--- config.mk ---
export PLATFORM = sky130hd
export DESIGN_NAME = kbd_matrix_encoder
export DESIGN_NICKNAME = d
export VERILOG_FILES = /design/src/rtl/kbd_pkg.sv /design/src/rtl/kbd_scan_dp.sv /design/src/rtl/kbd_scan_ctrl.sv /design/src/rtl/kbd_matrix_encoder.sv
export SDC_FILE = /design/constraint.sdc
export NUM_CORES = 1
export LEC_CHECK = 0
export CORE_ASPECT_RATIO = 0.8
export CORE_UTILIZATION = 40
export CTS_CLUSTER_SIZE = 30
export DETAILED_ROUTE_END_ITERATION = 6
export PLACE_DENSITY = 0.63
export SYNTH_ARGS = -nofsm -noshare
export SYNTH_HDL_FRONTEND = slang
export SYNTH_HIERARCHICAL = 1
export SYNTH_SLANG_ARGS = --single-unit
--- constraint.sdc ---
create_clock -name clk -period 2.5 [get_ports clk]
set_clock_uncertainty 0.2 [all_clocks]
set_input_delay 0.5 -clock clk [delete_from_list [all_inputs] [get_ports clk]]
set_output_delay 0.5 -clock clk [all_outputs]
set_load 0.05 [all_outputs]
--- src/rtl/kbd_pkg.sv ---
package kbd_pkg;
  typedef struct packed {
    logic loadCand;
    logic accept;
    logic toggleLocal;
  } kbdCtrl_t;

  typedef enum logic [2:0] {
    ST_IDLE,
    ST_QUAL,
    ST_HELD,
    ST_REL1,
    ST_REL2
  } kbdState_t;
endpackage

--- src/rtl/kbd_scan_dp.sv ---
module kbd_scan_dp #(
  parameter int NUM_COLS  = 8,
  parameter int NUM_ROWS  = 8,
  parameter int SCAN_DIV  = 4,
  parameter int CODE_W    = 8,
  parameter int CODE_BASE = 32,
  parameter int LOCAL_COL = 0,
  parameter int LOCAL_ROW = 7
) (
  input  logic                 clk,
  input  logic                 rstN,
  input  logic [NUM_ROWS-1:0]  rowSense,
  input  kbd_pkg::kbdCtrl_t    ctrl,
  output logic [NUM_COLS-1:0]  colDrive,
  output logic [CODE_W-1:0]    keyCode,
  output logic                 keyStrobeN,
  output logic                 localInd,
  output logic                 endCycle,
  output logic                 found,
  output logic                 posMatch,
  output logic                 isLocal
);
  localparam int COL_W = (NUM_COLS > 1) ? $clog2(NUM_COLS) : 1;
  localparam int ROW_W = (NUM_ROWS > 1) ? $clog2(NUM_ROWS) : 1;
  localparam int DIV_W = (SCAN_DIV > 1) ? $clog2(SCAN_DIV) : 1;

  logic [DIV_W-1:0] divCnt;
  logic [COL_W-1:0] col;
  logic             tick, lastCol, colHit;
  logic [ROW_W-1:0] hitRow;
  logic             accFound;
  logic [COL_W-1:0] accCol, candCol, curCol;
  logic [ROW_W-1:0] accRow, candRow, curRow;

  assign tick     = (divCnt == DIV_W'(SCAN_DIV - 1));
  assign lastCol  = (col == COL_W'(NUM_COLS - 1));
  assign endCycle = tick & lastCol;

  // scan step divider and column counter
  always_ff @(posedge clk or negedge rstN) begin
    if (!rstN) begin
      divCnt <= '0;
      col    <= '0;
    end else if (tick) begin
      divCnt <= '0;
      col    <= lastCol ? '0 : col + COL_W'(1);
    end else begin
      divCnt <= divCnt + DIV_W'(1);
    end
  end

  for (genvar g = 0; g < NUM_COLS; g++) begin : g_colDec
    assign colDrive[g] = (col == COL_W'(g));
  end

  // lowest closed row in the driven column
  always_comb begin
    hitRow = '0;
    for (int r = NUM_ROWS - 1; r >= 0; r--) begin
      if (rowSense[r]) hitRow = ROW_W'(r);
    end
  end
  assign colHit = |rowSense;

  // candidate of this scan cycle, merged with the current column's sample
  assign found   = accFound | colHit;
  assign curCol  = accFound ? accCol : col;
  assign curRow  = accFound ? accRow : hitRow;
  assign posMatch = (curCol == candCol) && (curRow == candRow);
  assign isLocal  = (curCol == COL_W'(LOCAL_COL)) && (curRow == ROW_W'(LOCAL_ROW));

  always_ff @(posedge clk or negedge rstN) begin
    if (!rstN) begin
      accFound <= 1'b0;
      accCol   <= '0;
      accRow   <= '0;
    end else if (tick) begin
      if (lastCol) begin
        accFound <= 1'b0;
      end else if (!accFound && colHit) begin
        accFound <= 1'b1;
        accCol   <= col;
        accRow   <= hitRow;
      end
    end
  end

  always_ff @(posedge clk or negedge rstN) begin
    if (!rstN) begin
      candCol <= '0;
      candRow <= '0;
    end else if (ctrl.loadCand) begin
      candCol <= curCol;
      candRow <= curRow;
    end
  end

  // code register, strobe stage, local latch
  always_ff @(posedge clk or negedge rstN) begin
    if (!rstN) begin
      keyCode    <= '0;
      keyStrobeN <= 1'b1;
      localInd   <= 1'b0;
    end else begin
      if (ctrl.accept) begin
        keyCode    <= CODE_W'(CODE_BASE) + CODE_W'(curCol) * CODE_W'(NUM_ROWS) + CODE_W'(curRow);
        keyStrobeN <= 1'b0;
      end else if (tick) begin
        keyStrobeN <= 1'b1;
      end
      if (ctrl.toggleLocal) localInd <= ~localInd;
    end
  end
endmodule

--- src/rtl/kbd_scan_ctrl.sv ---
module kbd_scan_ctrl (
  input  logic              clk,
  input  logic              rstN,
  input  logic              endCycle,
  input  logic              found,
  input  logic              posMatch,
  input  logic              isLocal,
  output kbd_pkg::kbdCtrl_t ctrl
);
  import kbd_pkg::*;

  kbdState_t state, stateNext;

  always_comb begin
    stateNext = state;
    ctrl      = '0;
    if (endCycle) begin
      unique case (state)
        ST_IDLE: if (found) begin
          ctrl.loadCand = 1'b1;
          stateNext     = ST_QUAL;
        end
        ST_QUAL: begin
          if (found && posMatch) begin
            ctrl.accept      = !isLocal;
            ctrl.toggleLocal = isLocal;
            stateNext        = ST_HELD;
          end else if (found) begin
            ctrl.loadCand = 1'b1;
          end else begin
            stateNext = ST_IDLE;
          end
        end
        ST_HELD: stateNext = found ? ST_HELD : ST_REL1;
        ST_REL1: stateNext = found ? ST_HELD : ST_REL2;
        ST_REL2: stateNext = found ? ST_HELD : ST_IDLE;
        default: stateNext = ST_IDLE;
      endcase
    end
  end

  always_ff @(posedge clk or negedge rstN) begin
    if (!rstN) state <= ST_IDLE;
    else       state <= stateNext;
  end
endmodule

--- src/rtl/kbd_matrix_encoder.sv ---
module kbd_matrix_encoder #(
  parameter int NUM_COLS  = 8,
  parameter int NUM_ROWS  = 8,
  parameter int SCAN_DIV  = 4,
  parameter int CODE_W    = 8,
  parameter int CODE_BASE = 32,
  parameter int LOCAL_COL = 0,
  parameter int LOCAL_ROW = 7
) (
  input  logic                clk,
  input  logic                rstN,
  input  logic [NUM_ROWS-1:0] rowSense,
  output logic [NUM_COLS-1:0] colDrive,
  output logic [CODE_W-1:0]   keyCode,
  output logic                keyStrobeN,
  output logic                localInd
);
  kbd_pkg::kbdCtrl_t ctrl;
  logic endCycle, found, posMatch, isLocal;

  kbd_scan_dp #(
    .NUM_COLS(NUM_COLS), .NUM_ROWS(NUM_ROWS), .SCAN_DIV(SCAN_DIV),
    .CODE_W(CODE_W), .CODE_BASE(CODE_BASE),
    .LOCAL_COL(LOCAL_COL), .LOCAL_ROW(LOCAL_ROW)
  ) u_dp (
    .clk(clk), .rstN(rstN), .rowSense(rowSense), .ctrl(ctrl),
    .colDrive(colDrive), .keyCode(keyCode), .keyStrobeN(keyStrobeN),
    .localInd(localInd), .endCycle(endCycle), .found(found),
    .posMatch(posMatch), .isLocal(isLocal)
  );

  kbd_scan_ctrl u_ctrl (
    .clk(clk), .rstN(rstN), .endCycle(endCycle), .found(found),
    .posMatch(posMatch), .isLocal(isLocal), .ctrl(ctrl)
  );
endmodule

* Yosys cells after proc, flatten, opt, wreduce, memory -nomap -nowiden *
Index checks and enable logic that the tools add are counted.
W data, S select, Z words.

word-level totals
  flip-flop bits (word level) = 31
  input bits = 10
  output and inout bits = 18

operators by class
  $add $sub $neg = 4
  equal/unequal tests = 17
  mux-type cells = 29
  bitwise logic cells = 4
  reduce and logical (&&, ||, !) cells = 15

operators with widths
  cell                   number
  $mux W3                16
  $eq A3 B3 Y1 const B   6
  $pmux W3 S5            1
  $eq A3 B2 Y1 const B   4
  $logic_not A3 Y1       3
  $add A8 B3 Y8          1
  $mux W2                4
  $reduce_or A8 Y1       1
  $add A6 B6 Y7 const A  1
  $mux W1                7
  $eq A3 B1 Y1 const B   2
  $eq A3 B3 Y1           2
  $reduce_and A3 Y1      2
  $logic_and A1 B1 Y1    4
  $reduce_bool A2 Y1     2
  $add A3 B1 Y3 const B  1
  $ne A3 B3 Y1 const B   1
  $add A2 B1 Y2 const B  1
  $eq A2 B2 Y1 const B   1
  $logic_not A1 Y1       2
  $ne A2 B1 Y1 const B   1
  $not A1 Y1             2
  $pmux W1 S2            1
  $reduce_and A2 Y1      1
  other kinds (2)        2

* Longest topological paths before layout *
  depth in word-level cells = 16
  gate-level depth with buffers = 12

* Cells and area by module *
The synthesis kept the hierarchy.

modules (own cells, without submodules)
  module         instances  cells an instance  area each (sq um)
  kbd_scan_dp    1          156                1466.4
  kbd_scan_ctrl  1          26                 224.0

* Worst setup path before layout *
No wires, ideal clock.

  kind = in2reg
  start = in rowSense[6]
  end = reg u_dp.keyCode[0]
  arrival = 2506 ps
  required time = 2223 ps
  path slack = -284 ps
  cell stages on the path = 11
  path buffers = 1
  path through = or4_4 > nand2_1 > a211oi_1 > nor4_1 > and3_1 > and3_1 > nand2_1 > nor2_1 > clkbuf_1 > nor2_1 > a21oi_1

RTL lines
  element                 RTL line                  text
  start: declaration      kbd_matrix_encoder.sv:12  input logic [NUM_ROWS-1:0] rowSense,
  end signal: assignment  kbd_scan_dp.sv:106        keyCode <= CODE_W'(CODE_BASE) + CODE_W'(curCol) * CODE_W'(NUM_ROWS) + CODE_W'(curRow);
  end: declaration        kbd_scan_dp.sv:15         output logic [CODE_W-1:0] keyCode,

==> metrics.txt <==
number of I/O port buffers 26; global-route total usage across every layer 20.8%; fraction of post-synthesis cell area in the top cell type by area 42.9%; clock root buffer master clkbuf_8; maximum clock insertion buffer count 2; power per cell area 434 mW/mm²; insertion delay of the later-clocked pin in the worst-skew pair 280 ps; sequential element share of the synthesized area 44.5%; post-layout min period 2500 ps; core region area 0.00393 mm²; total power after layout 0.00106 W; antenna-violating nets left 0; number of max-cap violations 0; HPWL after detailed placement 2.97 mm; largest area contributor in the synthesized netlist dfrtp_1; largest net degree at the start of global routing 31; Post-Synthesis Net Count 199; final WL 4.15 mm; Vias/cell 5.08; Mapped Area 0.00169 mm²; die extent in y 60.1 µm; routed vias 1515; vias in the first global route 1482; most common library cell in the layout ignoring fill and taps buf_4; synthesized flop and latch total 30; count of boundary I/O pins 28; Hold Fails Final Rpt 0; average cell area after synthesis 9.29 µm²; number of CTS-inserted buffers 5; reg-to-reg setup timing slack 30 ps; Diodes inserted 0; CP Max Fanout 6; wire length of the first global-routing pass 6.79 mm; setup repair after global routing missed its margin true; summed negative setup slack over all endpoints 0 ps; antenna violations before repair 0; Slew Viols, Final 0; crit path DAT 2510 ps; Final Cycle Share 99.8%; peak ir drop on the vdd network 0.000234 V; growth of design area from synthesis to finish 44.5%; nature of the critical path startpoint input pin; TritonRoute pass-1 iters 4; wire length per cell 13.9 µm; Reg clk slew, reported paths 60 ps; DRC violations left 0; count of different cell masters after synthesis 44; die area 0.00449 mm²; Leakage 1.16 nW; Post-Route Hold Slack 225 ps; Critical Path End Type flop; cell count after placement 285; TritonCTS clock tree built; Cells after Synth 182; CTS H-tree lvls 2; total area of sequential cells 753 µm²; final-stage net count 259; outcome complete, no violations; initial cell density of the core 43.0%; worst setup path class in2reg; most frequent cells in the layout 41 x buf_4, 28 x dfrtp_1, 16 x nor2_1, 14 x nand2_1, 12 x a21oi_1; type of the most critical hold path reg2reg; number of cells in the finished layout apart from fillers 298; worst relative slew slack 66.7%; Worst EP required 2510 ps; RePlAce Congestion 0.904; Iter 0 DRT Violations 81; Ys Warns 6; sum of overflow across all layers after global routing 0; number of inserted filler cells in the final layout 346; area used by multi-input combinational logic 972 µm²; x dimension of the die 74.7 µm; highest clock frequency the design can meet 0.401 GHz; synth top area cells dfrtp_1 43%, ha_1 5.2%, nor2_1 4.9%, a21oi_1 4.4%, nand2_1 3.6%; TritonCTS Sinks 30; Final setup violation count 0; Slew @ Worst Pin 498 ps; fraction of layout instances using a drive strength above 1 36.6%; Placement Rows 20
layer usage:
layer / wire (µm) / global-route usage [%]
met1: 1990 / 26.9
met2: 1930 / 32.9
met3: 197 / 6.24
met4: 41 / 8.09
met5: 0 / 0
stage by stage:
step	worst slack [ps]	utilization, %	instance area [µm²]
after floorplan	-49.9	-	1720
after global placement	-566	56.7	2230
after detailed placement	-647	56.7	2230
after CTS	-4.19	61.3	2410
after global routing	-93.4	62.2	2440
final	4.08	62.2	2440
path summary, 6_finish.rpt:
kind,start,cells past startpoint,endpoint
max in group asynchronous,rstN,2,u_dp/keyStrobeN$_DFFE_PN1P_
setup / recovery,rowSense[5],12,u_dp/keyCode[1]$_DFFE_PN0P_
min in group asynchronous,rstN,2,u_dp/divCnt[0]$_DFF_PN0_
setup reg to reg,u_dp/accFound$_DFFE_PN0P_,11,u_dp/keyCode[1]$_DFFE_PN0P_
hold reg to reg,u_dp/divCnt[0]$_DFF_PN0_,1,u_dp/divCnt[0]$_DFF_PN0_
hold / removal,u_dp/divCnt[0]$_DFF_PN0_,1,u_dp/divCnt[0]$_DFF_PN0_
synth_stat cells (all sizes together):
master  count
a211oi      2
a21oi      15
a221oi      1
a31oi       1
and2        4
and3        4
and4b       1
buf         6
clkbuf      4
conb        1
dfrtp      29
dfstp       1
ha          7
inv         8
mux2i       5
nand2      16
nand2b      3
nand3       2
nor2       23
nor2b       7
nor3        7
nor3b       2
nor4        4
nor4b       1
o21a        2
o21ai      11
o221ai      2
o311ai      1
o31a        1
o31ai       1
o41ai       1
or3         1
or4         1
xnor2       1
xor2        6
cell type report:
cell class,instances,share of cell area [%]
tap,55,2.82
sequential,30,30.8
multi-input combinational,134,39.8
clock inverter,1,1.23
clock buffer,7,3.13
inverter,8,1.23
timing repair buffer,63,21.0
worst max-delay path, cell delays in order:
cell      delay, ps
buf_6            90
or4_4           550
nand2_4          80
a211oi_2         60
nor4_2          260
and3_1          230
and3_4          210
nand2_4          50
nor2_4          160
buf_6           150
nor2_2           40
a21oi_1         100
where the power goes:
group	total (W)	internal [W]	switching, W	leakage, nW
combinational	0.0000888	0.0000415	0.0000473	0.718
sequential	0.000492	0.000489	0.00000305	0.388
clock	0.000479	0.000298	0.000182	0.0524
total	0.00106	0.000828	0.000232	1.16
logic make-up after synthesis:
kind of cell	synth area share, %
flip-flops	44.5
AO/OA/AOI/OAI	14.6
other	0.222
AND/OR/NAND/NOR	24.3
XOR/XNOR	3.63
adder cells (fa/ha/maj)	5.18
multiplexers	2.96
buffers and inverters	4.66
timing repair:
item | CTS | global route
setup endpoints to repair | 16 | 16
endpoints found under the hold margin | 0 | 0
pin swaps | 9 | 12
setup buffers | 4 | 1
hold buffers | 0 | 0
gates resized for setup | 23 | 27
flip-flops by register name, indices dropped and copies added, names as in the netlist, 2 cells and up:
signal        flops
u_dp/keyCode      7
u_ctrl/state      3
u_dp/accCol       3
u_dp/accRow       3
u_dp/candCol      3
u_dp/candRow      3
u_dp/col          3
u_dp/divCnt       2
Note: power is estimated with default switching activity, not from simulation.
